<file path="src/rtl/pds_pkg.sv">
package pds_pkg;

    typedef enum logic [2:0] {
        S_IDLE,
        S_SCAN,
        S_DN_ACK,
        S_DN_IDLE,
        S_PWR,
        S_UP_ACK,
        S_UP_IDLE
    } seq_st_e;

    localparam logic [3:0] A_CTRL   = 4'd0;
    localparam logic [3:0] A_STATUS = 4'd1;
    localparam logic [3:0] A_REQ    = 4'd2;
    localparam logic [3:0] A_FLAGS  = 4'd3;
    localparam logic [3:0] A_SEQ    = 4'd4;
    localparam logic [3:0] A_ACKDLY = 4'd5;

    localparam int unsigned ACK_BIT_OFS = 16;

endpackage

</file>
<file path="src/rtl/pds_cmd_fifo.sv">
module pds_cmd_fifo #(
    parameter int unsigned W     = 4,
    parameter int unsigned DEPTH = 4
) (
    input  logic         clk,
    input  logic         rst_n,
    input  logic         push_i,
    input  logic [W-1:0] data_i,
    input  logic         pop_i,
    output logic [W-1:0] data_o,
    output logic         empty_o,
    output logic         full_o
);
    localparam int unsigned PW = (DEPTH > 1) ? $clog2(DEPTH) : 1;

    typedef struct packed {
        logic [DEPTH-1:0][W-1:0] mem;
        logic [PW-1:0]           wp;
        logic [PW-1:0]           rp;
        logic [PW:0]             cnt;
    } fifo_s;

    fifo_s q, d;
    logic  do_push, do_pop;

    assign empty_o = (q.cnt == '0);
    assign full_o  = (q.cnt == (PW+1)'(DEPTH));
    assign data_o  = q.mem[q.rp];

    always_comb begin
        d       = q;
        do_push = push_i && !full_o;
        do_pop  = pop_i && !empty_o;
        if (do_push) begin
            d.mem[q.wp] = data_i;
            d.wp = (q.wp == PW'(DEPTH-1)) ? '0 : q.wp + 1'b1;
        end
        if (do_pop) begin
            d.rp = (q.rp == PW'(DEPTH-1)) ? '0 : q.rp + 1'b1;
        end
        d.cnt = q.cnt + (PW+1)'(do_push) - (PW+1)'(do_pop);
    end

    always_ff @(posedge clk or negedge rst_n) begin
        if (!rst_n) q <= '0;
        else        q <= d;
    end


    pop_when_filled_chk: assert property (@(posedge clk) disable iff (!rst_n)
        pop_i |-> !empty_o);

endmodule

</file>
<file path="src/rtl/pds_idle_port.sv">
module pds_idle_port #(
    parameter int unsigned ACK_W = 4
) (
    input  logic             clk,
    input  logic             rst_n,
    input  logic             req_i,
    input  logic [ACK_W-1:0] dly_i,
    output logic             ack_o,
    output logic             idle_o
);
    typedef struct packed {
        logic             ack;
        logic             idle;
        logic [ACK_W-1:0] cnt;
    } port_s;

    port_s q, d;

    assign ack_o  = q.ack;
    assign idle_o = q.idle;

    always_comb begin
        d      = q;
        d.idle = q.ack;
        if (req_i != q.ack) begin
            if ({1'b0, q.cnt} + 1'b1 >= {1'b0, dly_i}) begin
                d.ack = req_i;
                d.cnt = '0;
            end else begin
                d.cnt = q.cnt + 1'b1;
            end
        end else begin
            d.cnt = '0;
        end
    end

    always_ff @(posedge clk or negedge rst_n) begin
        if (!rst_n) q <= '0;
        else        q <= d;
    end


    ack_follows_req_chk: assert property (@(posedge clk) disable iff (!rst_n)
        $rose(q.ack) |-> $past(req_i));


    ack_drop_follows_req_chk: assert property (@(posedge clk) disable iff (!rst_n)
        $fell(q.ack) |-> !$past(req_i));

endmodule

</file>
<file path="src/rtl/pds_sequencer.sv">
module pds_sequencer
    import pds_pkg::*;
#(
    parameter int unsigned         NUM_DOM    = 4,
    parameter logic [NUM_DOM-1:0]  HAS_PWR    = 'b0111,
    parameter logic [NUM_DOM-1:0]  HAS_REQ    = 'b1101,
    parameter logic [NUM_DOM-1:0]  GFX_MASK   = 'b0100,
    parameter int unsigned         CNT_W      = 8,
    parameter int unsigned         ACK_W      = 4,
    parameter int unsigned         FIFO_DEPTH = 4,
    parameter int unsigned         DEF_CNT    = 24,
    parameter int unsigned         DEF_ACK    = 4
) (
    input  logic               clk,
    input  logic               rst_n,
    input  logic               wr_en,
    input  logic [3:0]         wr_addr,
    input  logic [31:0]        wr_data,
    input  logic [3:0]         rd_addr,
    output logic [31:0]        rd_data,
    output logic [NUM_DOM-1:0] pwr_sw_o,
    output logic [NUM_DOM-1:0] idle_req_o,
    output logic               busy_o
);
    localparam int unsigned IW = (NUM_DOM > 1) ? $clog2(NUM_DOM) : 1;

    typedef struct packed {
        seq_st_e               st;
        logic [NUM_DOM-1:0]    cmd;
        logic [IW-1:0]         idx;
        logic [CNT_W-1:0]      cnt;
        logic [NUM_DOM-1:0]    sw;
        logic [NUM_DOM-1:0]    stat;
        logic [NUM_DOM-1:0]    req;
        logic [NUM_DOM-1:0]    ctrl;
        logic [ACK_W-1:0]      ack_dly;
        logic [3:0][CNT_W-1:0] lim;
    } seq_s;

    seq_s q, d;

    logic [NUM_DOM-1:0] ack_w, idle_w, status_w;
    logic [NUM_DOM-1:0] fifo_dout;
    logic               fifo_empty, fifo_full, fifo_push, fifo_pop;
    logic [IW-1:0]      cur;
    logic               cur_off, adv;
    logic [CNT_W-1:0]   lim_dn, lim_up;
    logic               unused_bits;

    assign unused_bits = ^{wr_data, fifo_full};

    // interconnect port models, one per domain
    for (genvar g = 0; g < NUM_DOM; g++) begin : g_port
        pds_idle_port #(.ACK_W(ACK_W)) u_port (
            .clk    (clk),
            .rst_n  (rst_n),
            .req_i  (q.req[g]),
            .dly_i  (q.ack_dly),
            .ack_o  (ack_w[g]),
            .idle_o (idle_w[g])
        );
        assign status_w[g] = HAS_PWR[g] ? q.stat[g] : idle_w[g];
    end

    assign fifo_push = wr_en && (wr_addr == A_CTRL);

    pds_cmd_fifo #(.W(NUM_DOM), .DEPTH(FIFO_DEPTH)) u_fifo (
        .clk     (clk),
        .rst_n   (rst_n),
        .push_i  (fifo_push),
        .data_i  (wr_data[NUM_DOM-1:0]),
        .pop_i   (fifo_pop),
        .data_o  (fifo_dout),
        .empty_o (fifo_empty),
        .full_o  (fifo_full)
    );

    assign cur     = q.idx;
    assign cur_off = status_w[cur];
    assign lim_dn  = q.lim[{GFX_MASK[cur], 1'b0}];
    assign lim_up  = q.lim[{GFX_MASK[cur], 1'b1}];

    always_comb begin
        d        = q;
        fifo_pop = 1'b0;
        adv      = 1'b0;

        if (wr_en) begin
            if (wr_addr == A_CTRL)   d.ctrl    = wr_data[NUM_DOM-1:0];
            if (wr_addr == A_ACKDLY) d.ack_dly = wr_data[ACK_W-1:0];
            if (wr_addr[3])          d.lim[wr_addr[1:0]] = wr_data[CNT_W-1:0];
        end

        case (q.st)
            S_IDLE: begin
                if (!fifo_empty) begin
                    fifo_pop = 1'b1;
                    d.cmd    = fifo_dout;
                    d.idx    = '0;
                    d.st     = S_SCAN;
                end
            end
            S_SCAN: begin
                if ((q.cmd[cur] != cur_off) && (HAS_PWR[cur] || HAS_REQ[cur])) begin
                    if (q.cmd[cur]) begin
                        if (HAS_REQ[cur]) begin
                            d.req[cur] = 1'b1;
                            d.st       = S_DN_ACK;
                        end else begin
                            d.sw[cur] = 1'b1;
                            d.cnt     = lim_dn;
                            d.st      = S_PWR;
                        end
                    end else begin
                        if (HAS_PWR[cur]) begin
                            d.sw[cur] = 1'b0;
                            d.cnt     = lim_up;
                            d.st      = S_PWR;
                        end else begin
                            d.req[cur] = 1'b0;
                            d.st       = S_UP_ACK;
                        end
                    end
                end else begin
                    adv = 1'b1;
                end
            end
            S_DN_ACK: begin
                if (ack_w[cur]) d.st = S_DN_IDLE;
            end
            S_DN_IDLE: begin
                if (idle_w[cur]) begin
                    if (HAS_PWR[cur]) begin
                        d.sw[cur] = 1'b1;
                        d.cnt     = lim_dn;
                        d.st      = S_PWR;
                    end else begin
                        adv = 1'b1;
                    end
                end
            end
            S_PWR: begin
                if (q.cnt <= CNT_W'(1)) begin
                    d.stat[cur] = q.sw[cur];
                    if (!q.sw[cur] && HAS_REQ[cur] && q.req[cur]) begin
                        d.req[cur] = 1'b0;
                        d.st       = S_UP_ACK;
                    end else begin
                        adv = 1'b1;
                    end
                end else begin
                    d.cnt = q.cnt - 1'b1;
                end
            end
            S_UP_ACK: begin
                if (!ack_w[cur]) d.st = S_UP_IDLE;
            end
            S_UP_IDLE: begin
                if (!idle_w[cur]) adv = 1'b1;
            end
            default: d.st = S_IDLE;
        endcase

        if (adv) begin
            if (q.idx == IW'(NUM_DOM-1)) begin
                d.st = S_IDLE;
            end else begin
                d.idx = q.idx + 1'b1;
                d.st  = S_SCAN;
            end
        end
    end

    always_ff @(posedge clk or negedge rst_n) begin
        if (!rst_n) begin
            q         <= '0;
            q.ack_dly <= ACK_W'(DEF_ACK);
            q.lim     <= {4{CNT_W'(DEF_CNT)}};
        end else begin
            q <= d;
        end
    end

    assign pwr_sw_o   = q.sw;
    assign idle_req_o = q.req;
    assign busy_o     = (q.st != S_IDLE) || !fifo_empty;

    always_comb begin
        rd_data = '0;
        case (rd_addr)
            A_CTRL:   rd_data[NUM_DOM-1:0] = q.ctrl;
            A_STATUS: rd_data[NUM_DOM-1:0] = status_w;
            A_REQ:    rd_data[NUM_DOM-1:0] = q.req;
            A_FLAGS: begin
                rd_data[NUM_DOM-1:0]            = idle_w;
                rd_data[ACK_BIT_OFS +: NUM_DOM] = ack_w;
            end
            A_SEQ:    rd_data[0] = busy_o;
            A_ACKDLY: rd_data[ACK_W-1:0] = q.ack_dly;
            default: begin
                if (rd_addr[3]) rd_data[CNT_W-1:0] = q.lim[rd_addr[1:0]];
            end
        endcase
    end

    for (genvar a = 0; a < NUM_DOM; a++) begin : g_chk

        cut_after_idle_chk: assert property (@(posedge clk) disable iff (!rst_n)
            ($rose(q.sw[a]) && HAS_REQ[a]) |-> (idle_w[a] && ack_w[a] && q.req[a]));


        release_after_on_chk: assert property (@(posedge clk) disable iff (!rst_n)
            ($fell(q.req[a]) && HAS_PWR[a]) |-> (!q.sw[a] && !q.stat[a]));


        status_at_expiry_chk: assert property (@(posedge clk) disable iff (!rst_n)
            !$stable(q.stat[a]) |-> ($past(q.st) == S_PWR));


        no_port_no_req_chk: assert property (@(posedge clk) disable iff (!rst_n)
            !HAS_REQ[a] |-> !q.req[a]);
    end


    single_switch_chk: assert property (@(posedge clk) disable iff (!rst_n)
        $onehot0(q.sw ^ $past(q.sw)));

endmodule

</file>
<file path="config.mk">
export PLATFORM = sky130hd
export DESIGN_NAME = pds_sequencer
export DESIGN_NICKNAME = d
export VERILOG_FILES = /design/src/rtl/pds_pkg.sv /design/src/rtl/pds_cmd_fifo.sv /design/src/rtl/pds_idle_port.sv /design/src/rtl/pds_sequencer.sv
export SDC_FILE = /design/constraint.sdc
export NUM_CORES = 1
export LEC_CHECK = 0
export BUFFER_PORTS_ARGS = -buffer_cell sky130_fd_sc_hd__buf_4
export CAP_MARGIN = 20
export CORE_ASPECT_RATIO = 0.5
export CORE_MARGIN = 1
export CORE_UTILIZATION = 59
export CTS_BUF_LIST = sky130_fd_sc_hd__clkbuf_16
export CTS_CLUSTER_DIAMETER = 30
export DETAILED_ROUTE_END_ITERATION = 16
export PLACE_DENSITY = 0.91
export SLEW_MARGIN = 20
export SYNTH_ARGS = -nofsm -noshare
export SYNTH_HDL_FRONTEND = slang
export SYNTH_SLANG_ARGS = --single-unit
</file>
<file path="constraint.sdc">
create_clock -name clk -period 3.9 [get_ports clk]
set_input_delay 0 -clock clk [delete_from_list [all_inputs] [get_ports clk]]
set_output_delay 0 -clock clk [all_outputs]
set_load 0.05 [all_outputs]
</file>
Yosys cells after proc, flatten, opt, wreduce, memory -nomap -nowiden

Cells that the tools add are included.

$add $sub $neg: 14
$mul: 0
Divide/modulo/power cells: 0
$lt $le $gt $ge: 15
Equality and inequality tests: 40
Shift operators: 0
Muxes and demuxes: 92
Bitwise logic cells: 6
Reductions and logical operators: 36

Operators by type and width:

| kind                                                       | number |
|---|---|
| two-way mux 12 bit                                         | 6 |
| two-way mux 4 bit                                          | 18 |
| two-way mux 8 bit                                          | 8 |
| inequality test 3 bit, second input constant               | 12 |
| bitwise mux 32 bit                                         | 1 |
| two-way mux 3 bit                                          | 10 |
| one-hot mux 8 bit (3 select lines)                         | 1 |
| less-than comparator 2 x 3 -> 1 bit, second input constant | 7 |
| one-hot mux 3 bit (7 select lines)                         | 1 |
| adder 4 x 1 -> 5 bit, second input constant                | 4 |
| greater-or-equal comparator 5 x 4 -> 1 bit                 | 4 |
| two-way mux 1 bit                                          | 20 |
| binary-select mux 1 bit (select 2 bit)                     | 9 |
| one-hot mux 3 bit (6 select lines)                         | 1 |
| AND reduction 2 bit                                        | 9 |
| adder 4 x 1 -> 4 bit, second input constant                | 4 |
| binary-select mux 8 bit (select 2 bit)                     | 1 |
| bitwise mux 16 bit                                         | 1 |
| demux 8 bit (select 2 bit)                                 | 1 |
| one-hot mux 4 bit (2 select lines)                         | 2 |
| inequality test 2 bit, second input constant               | 7 |
| equality test 3 bit, second input constant                 | 4 |
| equality test 4 x 3 -> 1 bit, second input constant        | 3 |
| AND reduction 6 bit                                        | 2 |
| other kinds (34)                                           | 67 |

Register bits: 116
Latch bits: 0
Bits in writable memories: 0
Bits in read-only memories: 0
Input bits: 43
Word-level logic and storage cells: 235
Memories: 0

Logic depth before layout (Yosys ltp)

Depth after elaboration: 10
Depth in mapped cells: 11
Mapped depth without buffers: 9

Cells and area by module

From an unflattened synthesis, not the netlist that was laid out.

Cells, all modules: 667
Area, all modules: 7342.0 sq um

Modules (own cells, without submodules):

| module        | times used | cells each | area an instance (sq um) |
|---|---|---|---|
| pds_sequencer | 1          | 404        | 4419.2 |
| pds_cmd_fifo  | 1          | 139        | 1581.5 |
| pds_idle_port | 4          | 31         | 335.3 |

Worst setup path before layout

No wires, ideal clock.

Kind: reg-to-reg
Start: reg q[67] (netlist name)
End: reg u_fifo.q[2] (netlist name)
Setup time: 0.124 ns
Data arrival time: 2.591 ns
Required time: 3.776 ns
Slack: 1.184 ns
Cell stages (with the launch flop): 12
Cell sequence: dfrtp_1 > clkbuf_1 > nor3_1 > nor2b_1 > clkbuf_1 > ha_1 > inv_1 > ha_1 > inv_1 > fa_1 > xnor2_1 > xnor2_1

RTL lines:

| what                 | line                | text |
|---|---|---|
| start, declared      | pds_sequencer.sv:40 | `seq_s q, d;` |
| end signal, assigned | pds_cmd_fifo.sv:45  | `if (!rst_n) q <= '0;` |
| end signal, assigned | pds_cmd_fifo.sv:46  | `else q <= d;` |
| end, declared        | pds_cmd_fifo.sv:23  | `fifo_s q, d;` |

Worst setup path in the final report

Start: reg q, in the netlist cur[0]
End: reg q[59] (netlist name)

Cells in the longest elaborated chain, start to end: 8
Elaborated cells on any way between the ends: 32

Ends and longest elaborated chain:

| what                                                     | line                                       | text |
|---|---|---|
| binary-select mux 1 bit (select 2 bit)                   | pds_sequencer.sv:80, pds_sequencer.sv:81   |  |
| two-way mux 1 bit (implied by the code)                  | pds_sequencer.sv:80, pds_sequencer.sv:81   |  |
| two-way mux 8 bit, on equally long branches (2 in a row) | pds_sequencer.sv:81, pds_sequencer.sv:80   |  |
| two-way mux 12 bit, on equally long branches             | pds_sequencer.sv:115, pds_sequencer.sv:106 |  |
| two-way mux 12 bit                                       | pds_sequencer.sv:105                       | `if (q.cmd[cur]) begin` |
| two-way mux 12 bit                                       | pds_sequencer.sv:104                       | `if ((q.cmd[cur] != cur_off) && (HAS_PWR[cur] \|\| HAS_REQ[cur])) begin` |
| one-hot mux 8 bit (3 select lines)                       | pds_sequencer.sv:94                        | `case (q.st)` |

Several ways; a longest one is shown, not always the timed one. The select of a mux whose other input is x is not followed.
A chain may end at the register's enable or synchronous reset.

==> metrics.md <==
| Metric | Value |
|---|---|
| Die Wd | 155 µm |
| FF-to-FF path depth | 5 |
| Largest net degree at the start of global routing | 53 |
| # fillers | 693 |
| Synth area leaders | dfrtp_1 (39%), mux2_2 (14%), ha_1 (6.2%) |
| Grt ovf | 0 |
| Critical Path Stages | 5 |
| Max Slew Vio Count | 0 |
| Hold buffers post-CTS | 10 |
| Crit. Startpoint | cur[0] |
| Worst hold path type | input pin to flip-flop |
| FP Rows | 27 |
| Leading area contributor after synthesis | dfrtp_1 |
| Setup tns final | 0 ns |
| Max incr delay on CP | 0.79 ns |
| Startpoint types | flip-flop |
| Worst VDD drop | 0.378 mV |
| Hold Vio Cnt, Final | 0 |
| Post-Syn Area per Cell | 11.6 µm² |
| Crit path kind | flip-flop to flip-flop |
| IO buf count | 39 |
| Global-route wire length before repair | 27,800 µm |
| Yosys cell types | 65 |
| Fmax | 322 MHz |
| Number of synthesized register bits | 115 |
| Fraction of registers with async set/reset | 100% |
| Critical path's top delay family | multiplexers |
| Final min period | 3.10 ns |
| Wire per inst | 21.8 µm |
| Post-CTS Resized | 0 |
| CP Buf/Inv Count | 0 |
| I/O pin total | 84 |
| Share of cells above drive strength 1 | 30.8% |
| Post-synth top area share | 38.6% |
| Worst hold path startpoint | wr_addr[1] |
| CTS Buffer Depth | 2 |
| Clk Latency, worst-skew pair | 0.42 ns |
| Count leader, synth | dfrtp_1 |
| Setup violators final | 0 |
| Max Cap Viol | 0 |
| Final nets | 708 |
| Full die area | 12,100 µm² |
| Overall Power | 5810 µW |
| Critical Path RT | 4.20 ns |
| Leakage Power | 0.00356 µW |
| Seq/Total Area, Yosys | 42.0% |
| Worst-path cell chain | mux4_2 > mux2i_1 > o31ai_2 > and2_1 > mux2_4 |
| Setup slack, reg-to-reg | 0.80 ns |
| Mapped Cells | 591 |
| RePlAce Congestion | 0.901 |
| Vias | 5,187 |
| Total CTS buffers | 17 |
| EDFF count, synth | 0 |
| H-tree depth | 4 |
| Post-route clock period utilization | 79.6% |
| Status | finished, final reports clean |
| Die H | 78.3 µm |
| Vias per inst | 6.47 |
| Total GRT Usage | 30.6% |
| Crit Reg-Reg Startpoint | cur[0] |
| Initial core utilization | 61.5% |
| Core area | 11,200 µm² |
| Yosys warns | 0 |
| Clock slew at reported path FFs | 0.06 ns |
| Setup crit end kind | flip-flop |
| Slew @ Worst Pin | 1.14 ns |
| WHS Path Cells | 3 |
| # diodes | 0 |
| CTS tree | yes |
| Synth cell count leaders | dfrtp_1 (106), mux2_2 (83), ha_1 (34) |
| Area delta synth->final | 13.8% |
| Post-CTS setup buffer count | 0 |
| Top FF cell, synth | dfrtp_1 |
| Worst Skew | 0.00899 ns |
| Max FO, Critical Path | 17 |
| Initial DRC Count | 600 |
| Arrival @ worst endpoint | 3.40 ns |
| Relative slew slack | 24.2% |
| Residual DRC | 0 |
| CTS sink cnt | 115 |
| Worst Hold End | q[39] |
| RSZ-0062 raised after global routing | no |
| Drt pass-1 iters | 5 |
| CP max stage cell | mux4_2 |
| Final wirelength | 17,500 µm |
| PD cells | 743 nW/µm² |
| Root buf cell | clkbuf_16 |
| Reg2reg end | q[59] |
| Synthesized area | 6880 µm² |
| Vias in the first global route | 5,249 |
| Antenna-violating nets left | 0 |
| Detailed Place HPWL | 11,100 µm |
| Initial antenna violation count | 0 |
-- worst register-to-register path, stage by stage, from the launching register on --
cell,delay (ns)
dfrtp_1,0.74
mux4_2,0.79
mux2i_1,0.21
o31ai_2,0.48
and2_1,0.41
mux2_4,0.35
-- power by group --
part           total, µW  switching (µW)  leakage (µW)  internal [µW]
clock               1510             580      0.000269            931
sequential          1980             429       0.00146           1550
combinational       2320            1300       0.00183           1030
-- layout by cell type, fill, tap and decap left out, types with 3 or more instances in the layout --
cell type and count:
o21ai_0 13, xor2_1 8, nor2_1 24, dfstp_2 9, dlygate4sd3_1 10, a31oi_1 7
mux2_2 83, nand2b_1 11, mux4_2 18, buf_4 47, nand3_1 16, dfrtp_1 106
a21oi_1 13, nand4_1 4, ha_1 34, a211oi_1 4, inv_1 30, and2_1 15
o2bb2ai_1 3, a221oi_1 4, o31ai_1 4, o211ai_1 10, clkbuf_16 17, clkinv_1 3
xnor2_1 11, nand2_1 16, nand3b_1 3, nand4b_1 4, o221ai_1 4, mux2i_1 16
conb_1 20, nor3_1 7, clkinvlp_4 4, a21o_1 5, nor2b_1 15
-- registers in the layout, summed over array words and instances (netlist names), named ones only --
register / flops
q: 58
g_port.u_port.idle_o: 4
cur: 2
g_port.u_port.q: 16
u_fifo.q: 23
g_port.u_port.ack_o: 4
-- layout make-up --
| type | count | area [µm²] | share of cell area [%] |
|---|---|---|---|
| multi-input cells | 409 | 3600 | 46.1 |
| flip-flops and latches | 115 | 2890 | 36.9 |
| repair buffers | 57 | 453 | 5.79 |
| clock buffers | 17 | 425 | 5.44 |
| well taps | 159 | 199 | 2.54 |
| clock inverters | 15 | 141 | 1.81 |
| inverters | 30 | 113 | 1.44 |
-- stage by stage --
step | area, µm² | util (%) | instances | setup WS, ns | hold WS, ns
5_1_grt | 7820 | 70.0 | 802 | 0.742 | 0.0326
3_3_place_gp | 7160 | 64.0 | 760 | 1.05 | 0.0543
3_5_place_dp | 7160 | 64.0 | 760 | 0.961 | 0.0614
2_1_floorplan | 6950 | - | 610 | 1.18 | -0.296
6_report | 7820 | 70.0 | 802 | 0.796 | 0.0451
4_1_cts | 7820 | 70.0 | 802 | 0.875 | 0.0287
-- worst max-delay path by stage --
stage,slack (ns),to
floorplan,1.18,u_fifo.q[2]
global placement,1.05,q[53]
detailed placement,0.96,q[53]
global route,0.74,q[59]
CTS,0.88,q[53]
finish,0.80,q[59]
-- routing by layer --
metal | up-vias | track usage [%] | wire length (µm)
met5 | - | 0 | 0
met1 | 2583 | 37.6 | 6870
met2 | 335 | 49.5 | 8230
met4 | 0 | 14.2 | 576
li1 | 2191 | - | -
met3 | 78 | 9.94 | 1780
-- logic make-up after synthesis --
logic type / synth area share (%)
simple gates: 9.93
flops: 42.0
buf+inv: 6.62
other cells: 0.0545
xor+xnor: 2.42
mux: 22.6
fa+ha+maj: 6.48
compound gates: 9.90
(Power assumes the default switching activity.)
